<file path="src/rtl/dcbal_pkg.sv">
package dcbal_pkg;

  // Strobes from the frame sequencer to the datapath
  typedef struct packed {
    logic load;      // capture a new word into every lane
    logic shift;     // advance every lane by one bit
    logic longHigh;  // clock-lane frame being loaded uses the long high time
  } ctrlStb_t;

endpackage

</file>
<file path="src/rtl/dcbal_ctrl.sv">
module dcbal_ctrl
  import dcbal_pkg::*;
#(
  parameter int FRAME_W = 9
) (
  input  logic     clk,
  input  logic     rst,
  input  logic     bitEn,
  output ctrlStb_t stb
);

  localparam int CNT_W = $clog2(FRAME_W);
  localparam logic [CNT_W-1:0] LAST = CNT_W'(FRAME_W - 1);

  logic [CNT_W-1:0] bitCnt;
  logic             longPhase;

  always_comb begin
    stb.load     = bitEn && (bitCnt == LAST);
    stb.shift    = bitEn && (bitCnt != LAST);
    stb.longHigh = longPhase;
  end

  always_ff @(posedge clk) begin
    if (rst) begin
      bitCnt    <= LAST;
      longPhase <= 1'b0;
    end else if (stb.load) begin
      bitCnt    <= '0;
      longPhase <= ~longPhase;
    end else if (stb.shift) begin
      bitCnt    <= bitCnt + 1'b1;
    end
  end


  cnt_range_chk: assert property (@(posedge clk) disable iff (rst)
    bitCnt <= LAST);


  idle_hold_chk: assert property (@(posedge clk) disable iff (rst)
    !bitEn |=> $stable(bitCnt) && $stable(longPhase));

endmodule

</file>
<file path="src/rtl/dcbal_lane.sv">
module dcbal_lane #(
  parameter int GROUP_W = 7
) (
  input  logic               clk,
  input  logic               rst,
  input  logic               loadStb,
  input  logic               shiftStb,
  input  logic [GROUP_W-1:0] group,
  output logic               serOut
);

  localparam int FRAME_W = GROUP_W + 2;
  localparam int SUM_W   = $clog2(2 * GROUP_W + 1) + 1;
  localparam logic signed [SUM_W-1:0] GROUP_C = SUM_W'(GROUP_W);

  logic signed [SUM_W-1:0] runSum;
  logic signed [SUM_W-1:0] disp;
  logic signed [SUM_W-1:0] sentDisp;
  logic [SUM_W-1:0]        ones;
  logic                    invert;
  logic [FRAME_W-1:0]      frame;
  logic [FRAME_W-1:0]      shiftReg;

  always_comb begin
    ones = '0;
    for (int i = 0; i < GROUP_W; i++) ones = ones + SUM_W'(group[i]);
    disp     = $signed(ones << 1) - GROUP_C;
    invert   = ((runSum > 0) && (disp > 0)) || ((runSum < 0) && (disp < 0));
    sentDisp = invert ? -disp : disp;
    frame    = {invert, ~invert, invert ? ~group : group};
  end

  always_ff @(posedge clk) begin
    if (rst) begin
      runSum   <= '0;
      shiftReg <= '0;
    end else if (loadStb) begin
      runSum   <= runSum + sentDisp;
      shiftReg <= frame;
    end else if (shiftStb) begin
      shiftReg <= {shiftReg[FRAME_W-2:0], 1'b0};
    end
  end

  assign serOut = shiftReg[FRAME_W-1];


  sum_bound_chk: assert property (@(posedge clk) disable iff (rst)
    (runSum <= GROUP_C) && (runSum >= -GROUP_C));


  zero_sum_true_chk: assert property (@(posedge clk) disable iff (rst)
    (loadStb && runSum == 0) |=> !shiftReg[FRAME_W-1]);


  marker_pair_chk: assert property (@(posedge clk) disable iff (rst)
    loadStb |=> shiftReg[FRAME_W-1] != shiftReg[FRAME_W-2]);


  lane_hold_chk: assert property (@(posedge clk) disable iff (rst)
    (!loadStb && !shiftStb) |=> $stable(shiftReg) && $stable(runSum));

endmodule

</file>
<file path="src/rtl/dcbal_datapath.sv">
module dcbal_datapath
  import dcbal_pkg::*;
#(
  parameter int LANES   = 3,
  parameter int GROUP_W = 7
) (
  input  logic                     clk,
  input  logic                     rst,
  input  ctrlStb_t                 stb,
  input  logic [LANES*GROUP_W-1:0] wordIn,
  output logic [LANES-1:0]         laneOut,
  output logic                     clkLaneOut
);

  localparam int FRAME_W    = GROUP_W + 2;
  localparam int HIGH_SHORT = FRAME_W / 2;
  localparam int HIGH_LONG  = FRAME_W - HIGH_SHORT;

  for (genvar k = 0; k < LANES; k++) begin : g_lane
    dcbal_lane #(.GROUP_W(GROUP_W)) i_lane (
      .clk     (clk),
      .rst     (rst),
      .loadStb (stb.load),
      .shiftStb(stb.shift),
      .group   (wordIn[k*GROUP_W +: GROUP_W]),
      .serOut  (laneOut[k])
    );
  end

  logic [FRAME_W-1:0] clkPattern;
  logic [FRAME_W-1:0] clkShift;

  always_comb begin
    for (int i = 0; i < FRAME_W; i++)
      clkPattern[i] = (i >= FRAME_W - (stb.longHigh ? HIGH_LONG : HIGH_SHORT));
  end

  always_ff @(posedge clk) begin
    if (rst)            clkShift <= '0;
    else if (stb.load)  clkShift <= clkPattern;
    else if (stb.shift) clkShift <= {clkShift[FRAME_W-2:0], 1'b0};
  end

  assign clkLaneOut = clkShift[FRAME_W-1];


  clk_duty_chk: assert property (@(posedge clk) disable iff (rst)
    stb.load |=> $countones(clkShift) == ($past(stb.longHigh) ? HIGH_LONG : HIGH_SHORT));

endmodule

</file>
<file path="src/rtl/dcbal_encoder.sv">
module dcbal_encoder
  import dcbal_pkg::*;
#(
  parameter int LANES   = 3,
  parameter int GROUP_W = 7
) (
  input  logic                     clk,
  input  logic                     rst,
  input  logic                     bitEn,
  input  logic [LANES*GROUP_W-1:0] wordIn,
  output logic                     wordAccept,
  output logic [LANES-1:0]         laneOut,
  output logic                     clkLaneOut
);

  localparam int FRAME_W = GROUP_W + 2;

  ctrlStb_t stb;

  dcbal_ctrl #(.FRAME_W(FRAME_W)) i_ctrl (
    .clk  (clk),
    .rst  (rst),
    .bitEn(bitEn),
    .stb  (stb)
  );

  dcbal_datapath #(.LANES(LANES), .GROUP_W(GROUP_W)) i_datapath (
    .clk       (clk),
    .rst       (rst),
    .stb       (stb),
    .wordIn    (wordIn),
    .laneOut   (laneOut),
    .clkLaneOut(clkLaneOut)
  );

  assign wordAccept = stb.load;


  accept_en_chk: assert property (@(posedge clk) disable iff (rst)
    wordAccept |-> bitEn);

endmodule

</file>
<file path="config.mk">
export PLATFORM = sky130hd
export DESIGN_NAME = dcbal_encoder
export DESIGN_NICKNAME = d
export VERILOG_FILES = /design/src/rtl/dcbal_pkg.sv /design/src/rtl/dcbal_ctrl.sv /design/src/rtl/dcbal_lane.sv /design/src/rtl/dcbal_datapath.sv /design/src/rtl/dcbal_encoder.sv
export SDC_FILE = /design/constraint.sdc
export NUM_CORES = 1
export LEC_CHECK = 0
export CORE_MARGIN = 10
export CORE_UTILIZATION = 55
export CTS_CLUSTER_DIAMETER = 50
export DETAILED_ROUTE_END_ITERATION = 6
export PLACE_DENSITY = 0.85
export SETUP_SLACK_MARGIN = 0.3
export SKIP_CTS_REPAIR_TIMING = 1
export SKIP_LAST_GASP = 1
export SLEW_MARGIN = 25
export SYNTH_ARGS = -nofsm -noshare
export SYNTH_HDL_FRONTEND = slang
export SYNTH_HIERARCHICAL = 1
export SYNTH_SLANG_ARGS = --single-unit
</file>
<file path="constraint.sdc">
create_clock -name clk -period 9.1 [get_ports clk]
set_input_delay 1.82 -clock clk [delete_from_list [all_inputs] [get_ports clk]]
set_output_delay 1.82 -clock clk [all_outputs]
set_load 0.02 [all_outputs]
</file>
==> results.txt, run 1 <==
* Initial core utilization: 56.1%
- From left edge to right edge, the die measures 100 um.
- Across the VDD grid, the largest voltage drop is 0.000159 V.
* Total global routing track utilization: around an eighth
- Leakage power total: between 0.0015 and 0.002 uW
- Based on the critical path, the design can be clocked at up to 170 MHz.
- Across all layers, the routed design uses 2722 vias.
* Most repeated cell in the gate-level netlist after synthesis: sky130_fd_sc_hd__dfxtp_1
- Average routed wire per standard cell: ~14 um
* Amount of wire on met3 after detailed routing: 212 um
- Cell type with the highest aggregate area in the netlist: sky130_fd_sc_hd__dfxtp_1
* Antenna Violating Nets Remaining: 0
- The worst path uses ~65% of the clock period.
- End of the worst register-to-register path: i_datapath/g_lane[0].i_lane/runSum[4]$_SDFFE_PP0P_
- Dividing the detail-routed via count by the number of cells gives 5.75.
* Cell type group with the largest total delay on the critical path: adder cells
- The multi-input combinational cells in the finished layout cover a total of 0.00225 mm2.
- For this block, the initial DRC count from the detailed router was around 150.
- Total clock buffers created by CTS: 5
* Predominant post-synthesis flop cell: sky130_fd_sc_hd__dfxtp_1
* Worst hold endpoint: i_datapath/clkShift[4]$_SDFFE_PP0P_
* Vertical die dimension: 100 um
- In the routed design, unresolved DRC markers number 0.
- Crit path kind: in2reg
- Cell repeated most along the worst path: sky130_fd_sc_hd__fa_1
- The number of pins exceeding their max-slew limit in the final report came to 0.
- Filler instances: roughly 550
- Setup repair after global routing left no endpoint under its margin.
- Synth warn: 6
- H-tree levels: 2
- Cell types with the largest area share after synthesis: sky130_fd_sc_hd__dfxtp_1 (30%), sky130_fd_sc_hd__fa_1 (8.5%), sky130_fd_sc_hd__mux2_2 (5.8%)
- The worst hold path belongs to the class reg2reg.
* Nets in the synthesized netlist: ~430
* Required arrival time at the worst endpoint: 9.25 ns
- Number of rows created at floorplan: 29
- 29 I/O pins were placed.
- Proportion of synthesized flip-flops having asynchronous set or reset: 0%
- Peak fanout along the critical path: 18
* Hold Crit Depth: 2
- Cell type of the slowest stage on the worst timing path: sky130_fd_sc_hd__fa_1
* Routability congestion estimate: between 0.7 and 0.8
* Die area: 0.0100 mm2
* Cell variety after synth: 40
- First-pass GRT wire length: roughly 12000 um
- Top sig layer: met4
* Measured slew at the worst slew-check pin: 0.793 ns
* Worst-case setup margin in the final layout: 3.23 ns
* Relative slew slack: between 40% and 50%
* MaxCap Viol Count: 0
* Number of synthesized flops with an enable pin: 0
- The worst hold path begins at i_ctrl/longPhase$_SDFFE_PP0P_.
- For the worst-skew pair, the clock arrives at the later sink with an insertion delay of 0.30 ns.
- Registers take 0.00104 mm2.
- Averaged over all synthesized cells, the footprint is 9.28 um2.
* Leftover overflow at the end of global routing: 0
* Pre-CTS setup slack: just under 3 ns
- Root Driver: sky130_fd_sc_hd__clkbuf_8
- At the worst endpoint, the arrival time is ~6 ns.
- Post-synthesis sequential element count: 52
- The final layout contains 448 nets.
* Initial antenna violation count: 0
- Beginning of the worst register-to-register path: i_datapath/g_lane[0].i_lane/runSum[2]$_SDFFE_PP0P_
- For the worst flop-to-flop path, the logic depth is 8.
- TritonCTS built the clock tree.
- Dividing total power by cell area gives a power density of 252 mW/mm2.
* Top cell type's share of synthesized area: around 30%
* Post-synth top cells: sky130_fd_sc_hd__dfxtp_1 (52), sky130_fd_sc_hd__nor2_1 (50), sky130_fd_sc_hd__nand2_1 (28)
- Ratio of cells with drive above 1 in the final layout: 16.2%
- Core Region: 0.00628 mm2
* Sequential area share after synthesis: approximately 30%
* Result of the run: finished clean
* Maximum clock path buffer count: 2
- Crit path launch type: primary input
- Post-DP HPWL: 4580 um
* Reg clk slew, reported paths: around 0.090 ns
* Final setup violation count: 0
* Setup TNS Final: 0 ns
- On the worst path, the slowest cell contributes a delay of around 0.55 ns.
* Minimum period implied by the final worst setup slack: about 5.9 ns
- R2R setup slack: approximately 6.3 ns
- Synthesis produced a netlist whose cell count is 380.
* Cell-by-cell trace of the critical path: clkdlybuf4s50_1, fa_1, inv_1, fa_1, fa_1, fa_1, and2_1, a21oi_4, xor2_4, inv_2, fa_1, o21ai_0, o311a_1, nor4_1
- Detailed-routing wirelength on met1: 3060 um
* Area grow syn2layout: 10.6%
- Clock sink total: 52
* Vias in the first global route: 2628
- After synthesis the cells add up to 0.00352 mm2.
* Antenna diode instance count: 0
* First-pass iteration count of the detailed router: 4
* Largest net degree at the start of global routing: 86
- Wirelength, routed: 6650 um
* Crit path capture type: flip-flop
- Port buffering added 28 buffers.
- Wire length on met2: 3310 um
* Setup skew after layout: roughly 0.0038 ns
- CP bufs+invs: 3
* Count of endpoints failing hold in the final timing report: 0
## kinds of logic (layout without fill, tap and decap cells)
logic type,count (synthesis),count (layout),synth area share (%)
adders and majority gates,29,29,13.5
and+or+nand+nor,140,140,21.9
DFF,52,52,29.5
xor gates and xnor gates,15,15,5.33
AOI/OAI and AO/OA,62,62,14.5
muxes,28,28,8.59
buffers and inverters,54,70,6.71
## cell usage in the layout, fill, tap and decap left out, drive strengths merged
cell type,count
a211oi,9
a21bo,1
a21oi,20
a221o,19
and2,4
buf,4
clkbuf,6
clkdlybuf4s50,27
clkinv,2
dfxtp,52
fa,15
ha,14
inv,31
mux2,18
mux2i,10
nand2,28
nand2b,6
nand3,9
nand3b,4
nand4b,3
nor2,50
nor2b,3
nor4,6
nor4b,18
o21ai,6
o22ai,3
o311a,3
o31ai,1
or3,1
or3b,2
or4,3
or4b,3
xnor2,9
xor2,6
## worst max path at each step
| stage | from | to | depth (start not counted) | slack, ns |
|---|---|---|---|---|
| 2_1_floorplan | wordIn[0] | i_datapath/g_lane[0].i_lane/runSum[4]$_SDFFE_PP0P_ | 14 | 3.74 |
| 3_5_place_dp | wordIn[0] | i_datapath/g_lane[0].i_lane/runSum[4]$_SDFFE_PP0P_ | 14 | 2.91 |
| 3_3_place_gp | wordIn[0] | i_datapath/g_lane[0].i_lane/runSum[4]$_SDFFE_PP0P_ | 14 | 3.01 |
| 6_report | wordIn[0] | i_datapath/g_lane[0].i_lane/runSum[4]$_SDFFE_PP0P_ | 14 | 3.23 |
| 5_1_grt | wordIn[14] | i_datapath/g_lane[2].i_lane/runSum[4]$_SDFFE_PP0P_ | 14 | 2.97 |
| 4_1_cts | wordIn[0] | i_datapath/g_lane[0].i_lane/runSum[4]$_SDFFE_PP0P_ | 14 | 3.23 |
## layer usage
| metal | global-route usage, % | vias to the layer above |
|---|---|---|
| li1 | - | 1365 |
| met1 | 16.5 | 1298 |
| met2 | 22.7 | 52 |
| met3 | 2.27 | 7 |
| met4 | 4.35 | 0 |
| met5 | 0 | - |
## flip-flops by register name, summed over array words and instances (netlist names)
name	flops
i_datapath/g_lane.i_lane/runSum	15
i_datapath/clkShift	5
i_ctrl/longPhase	1
i_ctrl/bitCnt	4
i_datapath/g_lane.i_lane/shiftReg	27
## layout make-up
| cell class | count | share of cell area, % |
|---|---|---|
| Timing Repair Buffer | 31 | 7.64 |
| Clock inverter | 2 | 0.257 |
| Inverter | 31 | 2.98 |
| Clock buffer | 6 | 2.12 |
| Tap cell | 77 | 2.47 |
| Multi-Input combinational cell | 274 | 57.8 |
| Sequential cell | 52 | 26.7 |
## where the power goes
part / total (uW) / internal (uW) / switching [uW]
sequential: 317 / 278 / 39.0
clock: 137 / 60.9 / 75.8
combinational: 529 / 244 / 285
## worst reg2reg max path, delay by kind of cell (launching register included)
family | cells | cell delay [ns]
XOR/XNOR | 1 | 0.20
buffers and inverters | 1 | 0.05
AO/OA/AOI/OAI | 3 | 0.98
flip-flops | 1 | 0.35
AND/OR/NAND/NOR | 2 | 0.64
adder cells (fa/ha/maj) | 1 | 0.40
## stage by stage
stage | area [um2] | util, % | power (uW) | std cells | hold WS [ns]
after floorplan | 3520 | - | 758 | 380 | 0.454
after global placement | 3810 | 60.6 | 818 | 465 | 0.459
after detailed placement | 3810 | 60.6 | 849 | 465 | 0.480
after CTS | 3900 | 62.1 | 989 | 473 | 0.497
after global routing | 3900 | 62.1 | 1070 | 473 | 0.516
final | 3900 | 62.1 | 983 | 473 | 0.496
(Power assumes the default switching activity.)
==> run 2, diff against run 1 <==
Clock period 9.1 ns to 5.85 ns, I/O delays scaled along.
==> results.txt, run 2 (synthesis results as in run 1) <==
- Result of the run: finished clean (unchanged)
* Unrepaired setup endpoints after global routing: no (unchanged)
- The average wire per standard cell is 14.1 um (about the same).
- Buffers on Ports: 28 (unchanged)
- Share of the cycle needed by the critical path after routing: 89.6%
- The number of antenna violations at the first check in global routing is 0 (unchanged).
- End of the worst register-to-register path: i_datapath/g_lane[2].i_lane/runSum[4]$_SDFFE_PP0P_ (was i_datapath/g_lane[0].i_lane/runSum[4]$_SDFFE_PP0P_)
- Post-layout utilization of the core: 63.3% (was 62.1%)
* Number of rows created at floorplan: 29 (unchanged)
* Crit path kind: in2reg (unchanged)
* Cell repeated most along the worst path: sky130_fd_sc_hd__fa_1 (unchanged)
* Post-DP HPWL: 4600 um (was 4580 um)
- The detailed-route wire length came to 6690 um (was 6650 um).
* Leftover overflow at the end of global routing: 0 (unchanged)
- Relative slew slack: 47.0% (was 47.2%)
- Latest clock arrival within the worst-skew pair: 0.30 ns (about the same)
- The total setup violations reported at the end of the flow is 0 (unchanged).
* Top reg by flops: i_datapath/g_lane.i_lane/shiftReg (unchanged)
- The pin count of the biggest net entering global routing came to 85 (was 86).
- Clock tree from TritonCTS: yes (unchanged)
* Initial core utilization: 56.1% (unchanged)
- The worst-margin pin slew is 0.795 ns (was 0.793 ns).
* Timing-limited maximum frequency: 191 MHz
- Max FFs per register: 27 (unchanged)
- Root Driver: sky130_fd_sc_hd__clkbuf_8 (unchanged)
- The clock slew at the register clock pins of the worst setup and hold paths came to 0.10 ns (was 0.09 ns).
- The maximum net fanout on the critical path is 18 (unchanged).
* DR vias: 2714 (was 2722)
* MaxCap Viol Count: 0 (unchanged)
- Subtracting the final worst setup slack from the clock period gives around 5.2 ns.
- Antenna Violating Nets Remaining: 0 (unchanged)
- The number of vias per cell is 5.73 (was 5.75).
* Worst Hold Class: reg2reg (unchanged)
- The number of sinks driven by the clock tree came to 52 (unchanged).
* Maximum clock path buffer count: 2 (unchanged)
- The number of hold violations in the final report came to 0 (unchanged).
* Vertical die dimension: 100 um (unchanged)
- The cell class contributing the biggest share of worst-path delay is adder cells (unchanged).
- Setup skew after layout: 0.00795 ns (was 0.00378 ns)
- The number of cells on the worst hold path was 2 (unchanged).
* Antenna diode instance count: 0 (unchanged)
- The routability congestion estimate from global placement is 0.841 (was 0.792).
- Beginning of the worst register-to-register path: i_datapath/g_lane[2].i_lane/runSum[2]$_SDFFE_PP0P_ (was i_datapath/g_lane[0].i_lane/runSum[2]$_SDFFE_PP0P_)
* Horiz. Die Dim: 100 um (unchanged)
* Crit path launch type: primary input (unchanged)
* Cell-by-cell trace of the critical path: clkdlybuf4s50_1, fa_1, inv_1, fa_1, fa_1, fa_1, and2_1, a21oi_4, xor2_4, inv_2, fa_1, o21ai_0, nor4_1, nor4_1 (was clkdlybuf4s50_1, fa_1, inv_1, fa_1, fa_1, fa_1, and2_1, a21oi_4, xor2_4, inv_2, fa_1, o21ai_0, o311a_1, nor4_1)
* Hold_sp: i_ctrl/longPhase$_SDFFE_PP0P_ (unchanged)
- The power per standard cell area was 414 mW/mm2 (was 252 mW/mm2).
* Crit path capture type: flip-flop (unchanged)
* Total global routing track utilization: 13.2% (was 13.3%)
- Total clock buffers created by CTS: 5 (unchanged)
- First-pass iteration count of the detailed router: 4 (unchanged)
- The area overhead of the layout relative to synthesis came to 12.7% (was 10.6%).
* Worst hold endpoint: i_datapath/clkShift[4]$_SDFFE_PP0P_ (unchanged)
- Ratio of cells with drive above 1 in the final layout: 16.6% (was 16.2%)
- Peak VDD IR: 0.000251 V (was 0.000159 V)
- Leading registers by flop count: i_datapath/g_lane.i_lane/shiftReg (27), i_datapath/g_lane.i_lane/runSum (15), i_datapath/clkShift (5) (unchanged).
- The I/O pin total is 29 (unchanged).
- CP bufs+invs: 3 (unchanged)
- First-pass GRT wire length: 11500 um (was 11600 um)
- The number of pins exceeding their max-slew limit in the final report was 0 (unchanged).
* Commonest non-fill, non-tap cells in the layout: sky130_fd_sc_hd__dfxtp_1 (52), sky130_fd_sc_hd__nor2_1 (49), sky130_fd_sc_hd__nand2_1 (28) (unchanged)
- The required time of the worst setup path came to 6.06 ns (was 9.25 ns).
* Leakage power total: 0.00158 uW (was 0.00154 uW)
* Vias in the first global route: 2637 (was 2628)
- The logic depth of the worst register-to-register path came to 8 (unchanged).
* Die area: 0.0100 mm2 (unchanged)
- The DRC violation total after the first TritonRoute iteration is 152 (was 145).
* Cell type of the slowest stage on the worst timing path: sky130_fd_sc_hd__fa_1 (unchanged)
- Most common cell after layout, fill and taps aside: sky130_fd_sc_hd__dfxtp_1 (unchanged)
- Post-detailed-route DRC marker count: 0 (unchanged)
* R2R setup slack: 3.07 ns (was 6.34 ns)
- Final net count: 449 (was 448)
- Setup TNS Final: 0 ns (unchanged)
- The longest individual stage delay on the worst path was 0.55 ns (about the same).
* Core Region: 0.00628 mm2 (unchanged)
- The H-tree depth reported by CTS came to 2 (unchanged).
- The worst path arrival time was 5.45 ns (was 6.03 ns).
run 2: through the flow:
stage | worst slack (ns) | power (uW) | cells | area, um2 | hold WS, ns
2_1_floorplan | 1.14 | 1180 | 380 | 3520 | 0.454
3_3_place_gp | 0.433 | 1280 | 466 | 3810 | 0.462
3_5_place_dp | 0.294 | 1310 | 466 | 3810 | 0.476
4_1_cts | 0.578 | 1650 | 474 | 3970 | 0.491
5_1_grt | 0.415 | 1780 | 474 | 3970 | 0.525
6_report | 0.607 | 1650 | 474 | 3970 | 0.484
run 2: routing by layer:
metal | part of all wire, % | global-route usage, % | wire length [um] | vias up
met4 | 0.60 | 3.91 | 40 | 0
li1 | - | - | - | 1371
met3 | 3.4 | 2.06 | 229 | 5
met5 | 0 | 0 | 0 | -
met2 | 50 | 22.9 | 3320 | 40
met1 | 46 | 16.5 | 3100 | 1298
run 2: cell type report:
| cell class | instances | area, um2 |
|---|---|---|
| clock buffer | 5 | 68.8 |
| clock inverter | 3 | 90.1 |
| fill | 502 | 2300 |
| inverter | 31 | 116 |
| multi-input combinational | 274 | 2260 |
| sequential | 52 | 1040 |
| tap | 77 | 96.3 |
| timing repair buffer | 32 | 305 |
run 2: where the power goes:
part           switching, uW  internal, uW  leakage, uW
registers               59.4           432     0.000428
clock network            120           214    0.0000784
logic                    442           379      0.00107
total                    621          1020      0.00158
run 2: worst reg2reg max path, stage by stage, from the launching register on:
cell and delay, ns:
sky130_fd_sc_hd__dfxtp_1 0.35, sky130_fd_sc_hd__or4_4 0.58, sky130_fd_sc_hd__a21oi_4 0.50, sky130_fd_sc_hd__xor2_4 0.20, sky130_fd_sc_hd__inv_2 0.05, sky130_fd_sc_hd__fa_1 0.40, sky130_fd_sc_hd__o21ai_0 0.28, sky130_fd_sc_hd__nor4_1 0.09
sky130_fd_sc_hd__nor4_1 0.24
run 2: how the worst max path moves through the flow:
stage / startpoint / end / slack (ns) / depth (start not counted)
2_1_floorplan: wordIn[0] / i_datapath/g_lane[0].i_lane/runSum[4]$_SDFFE_PP0P_ / 1.14 / 14
3_3_place_gp: wordIn[14] / i_datapath/g_lane[2].i_lane/runSum[4]$_SDFFE_PP0P_ / 0.43 / 14
3_5_place_dp: wordIn[0] / i_datapath/g_lane[0].i_lane/runSum[4]$_SDFFE_PP0P_ / 0.29 / 14
4_1_cts: wordIn[14] / i_datapath/g_lane[2].i_lane/runSum[4]$_SDFFE_PP0P_ / 0.58 / 14
5_1_grt: wordIn[14] / i_datapath/g_lane[2].i_lane/runSum[4]$_SDFFE_PP0P_ / 0.42 / 14
6_report: wordIn[14] / i_datapath/g_lane[2].i_lane/runSum[4]$_SDFFE_PP0P_ / 0.61 / 14
